### config.mk
export PLATFORM = sky130hd
export DESIGN_NAME = osd_sync_irq
export DESIGN_NICKNAME = d
export VERILOG_FILES = /design/src/rtl/osd_irq_pkg.sv /design/src/rtl/osd_sync_edge.sv /design/src/rtl/osd_row_tracker.sv /design/src/rtl/osd_irq_pending.sv /design/src/rtl/osd_sync_irq.sv
export SDC_FILE = /design/constraint.sdc
export NUM_CORES = 1
export LEC_CHECK = 0
export ABC_CLOCK_PERIOD_IN_PS = 4010
export CAP_MARGIN = 20
export CORE_AREA = 3 3 60 62
export CTS_CLUSTER_DIAMETER = 150
export DETAILED_ROUTE_END_ITERATION = 6
export DIE_AREA = 0 0 63 65
export PLACE_DENSITY = 0.61
export SLEW_MARGIN = 10
export SYNTH_ARGS = -nofsm -noshare
export SYNTH_HDL_FRONTEND = slang
export SYNTH_SLANG_ARGS = --single-unit
export TNS_END_PERCENT = 100
### constraint.sdc
create_clock -name clk -period 4.01 [get_ports clk]
set_clock_uncertainty 0.1 [all_clocks]
set_input_delay 0.6015 -clock clk [delete_from_list [all_inputs] [get_ports clk]]
set_output_delay 0.6015 -clock clk [all_outputs]
set_load 0.005 [all_outputs]
### src/rtl/osd_irq_pkg.sv
package osd_irq_pkg;

    typedef enum logic [1:0] {
        TRK_IDLE,
        TRK_ARMED,
        TRK_ROWS,
        TRK_DONE
    } trk_state_e;

    localparam int SRC_ROW   = 0;
    localparam int SRC_FIELD = 1;
    localparam int N_SRC     = 2;

    typedef struct packed {
        logic field;
        logic row;
    } irq_evt_t;

    function automatic logic to_active(logic raw, logic act_high);
        return act_high ? raw : ~raw;
    endfunction

endpackage

### src/rtl/osd_sync_edge.sv
module osd_sync_edge
    import osd_irq_pkg::*;
#(
    parameter int STAGES = 2
) (
    input  logic clk,
    input  logic rst,
    input  logic raw,
    input  logic act_high,
    output logic lead
);
    logic [STAGES:0] pipe;

    always_ff @(posedge clk) begin
        if (rst) pipe <= '0;
        else     pipe <= {pipe[STAGES-1:0], raw};
    end

    always_comb begin
        lead = to_active(pipe[STAGES-1], act_high) & ~to_active(pipe[STAGES], act_high);
    end

    assert_single_pulse_R9: assert property (@(posedge clk) disable iff (rst)
        lead |=> !lead);

endmodule

### src/rtl/osd_row_tracker.sv
module osd_row_tracker
    import osd_irq_pkg::*;
#(
    parameter int LINES_PER_ROW = 18,
    parameter int MAX_ROWS      = 12,
    parameter int LINE_W        = 6,
    parameter int ROW_W         = 4
) (
    input  logic             clk,
    input  logic             rst,
    input  logic             hs_lead,
    input  logic             vs_lead,
    input  logic             dbl_req,
    output logic             row_evt,
    output logic [ROW_W-1:0] row_idx
);
    localparam logic [LINE_W-1:0] LEN_N    = LINE_W'(LINES_PER_ROW);
    localparam logic [LINE_W-1:0] LEN_D    = LINE_W'(2 * LINES_PER_ROW);
    localparam logic [ROW_W-1:0]  LAST_ROW = ROW_W'(MAX_ROWS - 1);

    trk_state_e        st, st_n;
    logic [LINE_W-1:0] line_cnt, line_n, cur_len;
    logic [ROW_W-1:0]  row_n;
    logic              row_dbl, dbl_n;

    always_comb begin
        cur_len = row_dbl ? LEN_D : LEN_N;
        st_n    = st;
        line_n  = line_cnt;
        row_n   = row_idx;
        dbl_n   = row_dbl;
        row_evt = 1'b0;
        if (vs_lead) begin
            st_n   = TRK_ARMED;
            line_n = '0;
            row_n  = '0;
        end else if (hs_lead) begin
            unique case (st)
                TRK_ARMED: begin
                    st_n    = TRK_ROWS;
                    line_n  = LINE_W'(1);
                    dbl_n   = dbl_req;
                    row_evt = 1'b1;
                end
                TRK_ROWS: begin
                    if (line_cnt == cur_len) begin
                        if (row_idx == LAST_ROW) begin
                            st_n = TRK_DONE;
                        end else begin
                            row_n   = row_idx + 1'b1;
                            line_n  = LINE_W'(1);
                            dbl_n   = dbl_req;
                            row_evt = 1'b1;
                        end
                    end else begin
                        line_n = line_cnt + 1'b1;
                    end
                end
                default: ;
            endcase
        end
    end

    always_ff @(posedge clk) begin
        if (rst) begin
            st       <= TRK_IDLE;
            line_cnt <= '0;
            row_idx  <= '0;
            row_dbl  <= 1'b0;
        end else begin
            st       <= st_n;
            line_cnt <= line_n;
            row_idx  <= row_n;
            row_dbl  <= dbl_n;
        end
    end

    assert_row_bound_R6: assert property (@(posedge clk) disable iff (rst)
        row_idx <= LAST_ROW);
    assert_vs_restart_R10: assert property (@(posedge clk) disable iff (rst)
        vs_lead |=> (row_idx == '0));
    assert_evt_on_hs_R3: assert property (@(posedge clk) disable iff (rst)
        row_evt |-> hs_lead);
    assert_line_bound_R4: assert property (@(posedge clk) disable iff (rst)
        line_cnt <= LEN_D);
    assert_dbl_hold_R5: assert property (@(posedge clk) disable iff (rst)
        (!row_evt && !vs_lead) |=> $stable(row_dbl));

endmodule

### src/rtl/osd_irq_pending.sv
module osd_irq_pending
    import osd_irq_pkg::*;
#(
    parameter int N = 2
) (
    input  logic         clk,
    input  logic         rst,
    input  logic [N-1:0] set,
    input  logic [N-1:0] clr,
    input  logic [N-1:0] en,
    output logic [N-1:0] pend,
    output logic         irq
);
    for (genvar i = 0; i < N; i++) begin : g_src
        always_ff @(posedge clk) begin
            if (rst)         pend[i] <= 1'b0;
            else if (set[i]) pend[i] <= 1'b1;
            else if (clr[i]) pend[i] <= 1'b0;
        end

        assert_set_wins_R7: assert property (@(posedge clk) disable iff (rst)
            set[i] |=> pend[i]);
        assert_clear_R7: assert property (@(posedge clk) disable iff (rst)
            (clr[i] && !set[i]) |=> !pend[i]);
    end

    always_comb irq = |(pend & en);

endmodule

### src/rtl/osd_sync_irq.sv
module osd_sync_irq
    import osd_irq_pkg::*;
#(
    parameter int LINES_PER_ROW = 18,
    parameter int MAX_ROWS      = 12,
    parameter int SYNC_STAGES   = 2,
    localparam int ROW_W        = (MAX_ROWS > 1) ? $clog2(MAX_ROWS) : 1
) (
    input  logic             clk,
    input  logic             rst,
    input  logic             hsync_in,
    input  logic             vsync_in,
    input  logic             sync_act_high,
    input  logic             dbl_height,
    input  logic [1:0]       irq_en,
    input  logic [1:0]       irq_clr,
    output logic             irq,
    output logic [1:0]       irq_pend,
    output logic [ROW_W-1:0] row_index
);
    localparam int LINE_W = $clog2(2 * LINES_PER_ROW + 1);

    logic [N_SRC-1:0] raw_sync, sync_lead;
    irq_evt_t         evt;

    assign raw_sync[SRC_ROW]   = hsync_in;
    assign raw_sync[SRC_FIELD] = vsync_in;

    for (genvar s = 0; s < N_SRC; s++) begin : g_sync
        osd_sync_edge #(.STAGES(SYNC_STAGES)) u_edge (
            .clk      (clk),
            .rst      (rst),
            .raw      (raw_sync[s]),
            .act_high (sync_act_high),
            .lead     (sync_lead[s])
        );
    end

    osd_row_tracker #(
        .LINES_PER_ROW (LINES_PER_ROW),
        .MAX_ROWS      (MAX_ROWS),
        .LINE_W        (LINE_W),
        .ROW_W         (ROW_W)
    ) u_trk (
        .clk     (clk),
        .rst     (rst),
        .hs_lead (sync_lead[SRC_ROW]),
        .vs_lead (sync_lead[SRC_FIELD]),
        .dbl_req (dbl_height),
        .row_evt (evt.row),
        .row_idx (row_index)
    );

    assign evt.field = sync_lead[SRC_FIELD];

    osd_irq_pending #(.N(N_SRC)) u_pend (
        .clk  (clk),
        .rst  (rst),
        .set  (evt),
        .clr  (irq_clr),
        .en   (irq_en),
        .pend (irq_pend),
        .irq  (irq)
    );

    assert_field_sets_R2: assert property (@(posedge clk) disable iff (rst)
        sync_lead[SRC_FIELD] |=> irq_pend[SRC_FIELD]);

endmodule

Word-level counts from Yosys, hierarchy flattened
Index checks and enable logic that the tools add are counted.
Word-level totals
  register bits after elaboration: 21
  latch bits: 0
  RAM bits: 0
  bits in read-only memories: 0
  word-level logic and storage cells: 69
  memories: 0
Operators by class
  add/subtract/negate cells: 2
  multiply operators: 0
  div/mod/pow operators: 0
  order comparisons: 0
  eq/ne operators: 10
  shifts and indexed selects: 0
  muxes and demuxes: 25
  bitwise operators: 11
  reductions and logical operators: 12
Operators by type and width (number)
  $mux 6: 3
  $mux 1: 16
  $pmux 6 s2: 1
  $reduce_and 4->1: 3
  $not 1->1: 8
  $reduce_bool 2->1: 4
  $add 6x1->6 const B: 1
  $eq 6x6->1: 1
  $ne 3x2->1 const B: 2
  $reduce_and 5->1: 1
  $add 4x1->4 const B: 1
  $eq 4x4->1 const B: 1
  $mux 2: 2
  $ne 2x1->1 const B: 2
  $pmux 1 s2: 2
  $pmux 2 s2: 1
  $reduce_or 2->1: 2
  $ne 3x3->1 const B: 1
  $reduce_and 3->1: 1
  $reduce_bool 3->1: 1
  $and 1x1->1: 2
  $and 2x2->2: 1
  $eq 2x1->1 const B: 1
  $eq 2x2->1 const B: 1
  $ne 2x2->1 const B: 1

Logic depth before layout (Yosys ltp)
  word-level depth: 7
  mapped depth: 7
  mapped depth without buffers: 6

Modules after synthesis
From an unflattened synthesis, not the netlist that was laid out.
Second synthesis, totals
  cells, all modules: 120
  area total of the unflattened synthesis: 1041.0 um2
By module, submodules not included
  osd_row_tracker: instances 1, cells each 93, area each 759.5 um2, seq. area each 260.2 um2
  osd_sync_edge: instances 2, cells each 9, area each 101.3 um2, seq. area each 60.1 um2
  osd_irq_pending: instances 1, cells each 9, area each 78.8 um2, seq. area each 40.0 um2

Worst setup path after synthesis
No wires, ideal clock.
  kind: reg2reg
  start point: reg u_trk.line_cnt[2]
  end point: reg u_trk.row_dbl
  setup time: 0.072 ns
  arrival time: 1.693 ns
  data required time: 3.838 ns
  slack: 2.145 ns
  cell stages (with the launch flop): 8
  buffers on the path: 2
  clock period less this slack: 1.865 ns
  path through: dfxtp_1 > buf_4 > nand4b_1 > or4_1 > buf_2 > and2_4 > a2111oi_4 > mux2i_1
On the way
  longest elaborated chain between the ends: 3
RTL lines
  start, declared: line osd_row_tracker.sv:22  | logic [LINE_W-1:0] line_cnt, line_n, cur_len;
  start signal, assigned: line osd_row_tracker.sv:72  | line_cnt <= line_n;
  $eq 6x6->1: line osd_row_tracker.sv:46  | if (line_cnt == cur_len) begin
  $ne 2x1->1 (no line)
  $reduce_and 5->1 (no line)
  end signal, assigned: line osd_row_tracker.sv:74  | row_dbl <= dbl_n;
  end, declared: line osd_row_tracker.sv:24  | logic row_dbl, dbl_n;
No other way between the ends.
A chain may end at the register's enable or synchronous reset.

Final worst setup path
  start point: in irq_en[0]
  end point: out irq
On the way
  longest elaborated chain between the ends: 2
RTL lines
  start, declared: line osd_sync_irq.sv:15  | input logic [1:0] irq_en,
  $and 2x2->2: line osd_irq_pending.sv:27  | always_comb irq = |(pend & en);
  $reduce_or 2->1: line osd_irq_pending.sv:27
  end, declared: line osd_sync_irq.sv:17  | output logic irq,
No other way between the ends.

==> flow_metrics.py <==
metrics = {
    "critical_path": {
        "r2r_start": "u_trk.line_cnt[2]",
        "path_delay_family": "buffers and inverters",
        "start_kind": "input pin",
        "r2r_slack_ns": 1.94,
        "endpoint_kind": "output pin",
        "worstPathRequired_ns": 3.31,
        "rr_worst_depth": 5,
        "path_class": "input pin to output pin",
        "slowest_stage": "clkdlybuf4s50_1",
        "reg2reg_to": "u_trk.row_dbl",
        "crit_chain": "clkdlybuf4s50_1 -> a22o_1 -> clkdlybuf4s50_1",
        "max_stage_delay_ns": 0.50,
        "cp_max_fo": 1,
        "arrival_ns": 1.69,
        "cpMostUsedCell": "clkdlybuf4s50_1",
        "crit_buf_inv": 2,
    },
    "logic_synthesis": {
        "synthesis.instances": 119,
        "synth_top_family_by_area": "simple AND/OR/NAND/NOR gates",
        "ys_seq_area_frac": 0.393,
        "synth_compound_area_frac": 0.206,
        "ys_warn_count": 0,
        "yosysMostFrequentCell": "dfxtp_1",
        "synth-simple-area-share": 0.283,
        "synth_edf_count": 0,
        "mappedNetlistArea_um2": 1070,
        "netlist_top_cells_area": "dfxtp_1, ha_1, nor2b_1",
        "synthArstFlopShare": 0,
        "yosysTopAreaCellShare": 0.393,
        "synth_seq_cells": 21,
        "synth_top_area_cell": "dfxtp_1",
        "synth_top_cells_by_count": "dfxtp_1, nand2_1, nor2_1, a21oi_1, nor2b_1",
        "syn_nets": 133,
        "synth-xor-area-share": 0.0164,
        "synth_ff_type": "dfxtp_1",
        "syn_area_per_cell_um2": 8.99,
        "synth-adder-area-share": 0.0468,
        "synthMuxAreaShare": 0.0187,
        "synth_cell_types": 40,
    },
    "final_layout": {
        "fin_util": 0.419,
        "num_antenna_cells": 0,
        "multi_input_area_um2": 611,
        "regArea_um2": 420,
        "fin_nets": 149,
        "syn2layout_area_growth_pct": 20.5,
        "layout-drive-gt1-share": 0.0746,
        "fillers": 313,
    },
    "cts": {
        "postCtsHoldBufs": 0,
        "cts_tree": "done",
        "htreeDepth": 1,
        "clk-insertion-delay-late_ns": 0.31,
        "postCtsSetupBuffers": 0,
        "numCtsBuffers": 3,
        "ctsResizeCount": 0,
        "cts_buffer_depth": 2,
        "cts.root.buffer_cell": "clkbuf_4",
        "clk_pin_slew_ns": 0.12,
        "cts_sinks": 21,
    },
    "pwr": {
        "clockPowerShare": 0.304,
        "powerDensity_nw_per_um2": 268,
        "internal_power_mw": 0.264,
        "pwr-share-seq": 0.619,
        "pwr-share-comb": 0.077,
        "switching_share": 0.237,
        "peakVddDrop_mv": 0.171,
        "p_leak_nw": 0.443,
        "power_switching_mw": 0.0820,
    },
    "drt": {
        "routedWlPerCell_um": 11.9,
        "drt_iter0_drc": 54,
        "drc_errors": 0,
        "finalWirelength_um": 2120,
        "viasPerCell": 5.03,
        "firstDrtPassIters": 4,
        "vias": 896,
        "ant_nets": 0,
    },
    "timing": {
        "relSlewSlack": 0.670,
        "worst_pin_slew_ns": 0.494,
        "finalSetupViolations": 0,
        "rsz0062_at_grt": "false",
        "final_hold_viol_count": 0,
        "setup_tns_ns": 0,
        "finalCritPeriodShare": 0.596,
        "period_minus_slack_ns": 2.39,
        "slew_violations": 0,
        "fmax_mhz": 418,
    },
    "global_routing": {
        "grt_max_degree": 14,
        "grt_pass1_wl_um": 3790,
        "track_usage": 0.116,
        "antenna_found_initial": 0,
        "grt_pass1_vias": 844,
        "grt.overflow.total": 0,
    },
    "status": {
        "outcome": "finished, final reports clean",
    },
    "floorplanning": {
        "design.core.area_um2": 3080,
        "pin_count": 17,
        "rows": 20,
        "fp.dieH_um": 65,
        "initial_core_util": 0.348,
        "die-area_um2": 4100,
        "dieWidth_um": 63,
    },
    "place": {
        "hpwl_um": 1620,
        "port_buffers": 16,
        "place.gp.congestion": 0.733,
    },
    "hold_path": {
        "hold_class": "register to register",
        "timing.hold.worst_endpoint": "g_sync[1].u_edge.pipe[1]",
        "hold_depth": 1,
        "min_from": "g_sync[1].u_edge.pipe[0]",
    },
    "job": {
        "maxCapViolCount": 0,
    },
}
==> worst max-delay path by stage <==
stage	cells after the start	endpoint	startpoint	slack, ns
3_3_place_gp	6	u_trk.line_cnt[2]	sync_act_high	1.53
3_5_place_dp	6	u_trk.line_cnt[5]	sync_act_high	1.50
6_report	3	irq	irq_en[0]	1.62
2_1_floorplan	7	u_trk.row_dbl	u_trk.line_cnt[2]	2.15
4_1_cts	3	irq	irq_en[1]	1.61
5_1_grt	3	irq	irq_en[0]	1.56
==> power groups by stage <==
stage | Clock [mW] | Sequential, mW | Combinational [mW]
2_1_floorplan | 0 | 0.218 | 0.0142
3_3_place_gp | 0 | 0.219 | 0.0267
3_5_place_dp | 0 | 0.219 | 0.0268
4_1_cts | 0.111 | 0.214 | 0.0269
5_1_grt | 0.116 | 0.215 | 0.0297
6_report | 0.105 | 0.214 | 0.0267
==> worst reg2reg max path, cell delays in order (launching register included) <==
cell	delay (ns)
dfxtp_1	0.47
nand4b_1	0.11
or4_1	0.55
and2_4	0.21
a2111oi_4	0.36
mux2i_1	0.21
==> per-layer routing <==
metal,GRT usage,up-vias,part of all wire
met3,0.0416,2,0.063
met4,0.0331,0,0.0071
li1,-,464,-
met5,0,-,0
met1,0.139,410,0.45
met2,0.195,20,0.47
==> area by class of cell <==
type | count | area share
Clock buffer | 3 | 0.0175
Multi-Input combinational cell | 89 | 0.474
Inverter | 4 | 0.0117
Sequential cell | 21 | 0.326
Tap cell | 44 | 0.0427
Timing Repair Buffer | 16 | 0.124
Clock inverter | 1 | 0.00388
==> kinds of logic after synthesis <==
family	Yosys count
AO/OA/AOI/OAI	28
adder cells (fa/ha/maj)	4
buffers and inverters	9
flip-flops	21
XOR/XNOR	2
multiplexers	2
AND/OR/NAND/NOR	53
==> state kept, by name, summed over array words and instances (netlist names) <==
name                count
u_trk.line_cnt          6
u_trk.row_dbl           1
g_sync.u_edge.pipe      6
u_pend.pend             2
u_trk.row_idx           4
u_trk.st                2
==> placed cells by master, fill, tap and decap left out, drive strengths merged <==
| cell | count |
|---|---|
| inv | 4 |
| a21oi | 8 |
| dfxtp | 21 |
| and3 | 1 |
| nor4b | 1 |
| o211ai | 1 |
| a21bo | 1 |
| a22o | 1 |
| a211oi | 3 |
| nand3 | 5 |
| a2111oi | 1 |
| a311oi | 1 |
| nor2 | 8 |
| ha | 4 |
| a21o | 1 |
| mux2i | 2 |
| nand4b | 1 |
| nand2 | 9 |
| nand3b | 3 |
| nand4 | 3 |
| nor3b | 3 |
| or4 | 2 |
| nor2b | 7 |
| and3b | 1 |
| or3 | 1 |
| o31ai | 1 |
| a211o | 3 |
| nand2b | 4 |
| o21bai | 1 |
| nor4 | 2 |
| clkinv | 1 |
| a31oi | 2 |
| clkdlybuf4s50 | 16 |
| clkbuf | 3 |
| o21ai | 4 |
| and2 | 2 |
| xnor2 | 2 |
==> per-stage QoR <==
stage               instance area [um2]  instances  hold WS [ns]  power [mW]  worst slack (ns)
floorplan                          1070        119         0.314       0.232              2.15
global placement                   1260        174         0.319       0.245              1.53
detailed placement                 1260        174         0.331       0.246              1.50
CTS                                1290        178         0.359       0.352              1.61
global route                       1290        178         0.378       0.360              1.56
finish                             1290        178         0.352       0.346              1.62
Power figures use the tool's default switching activity.
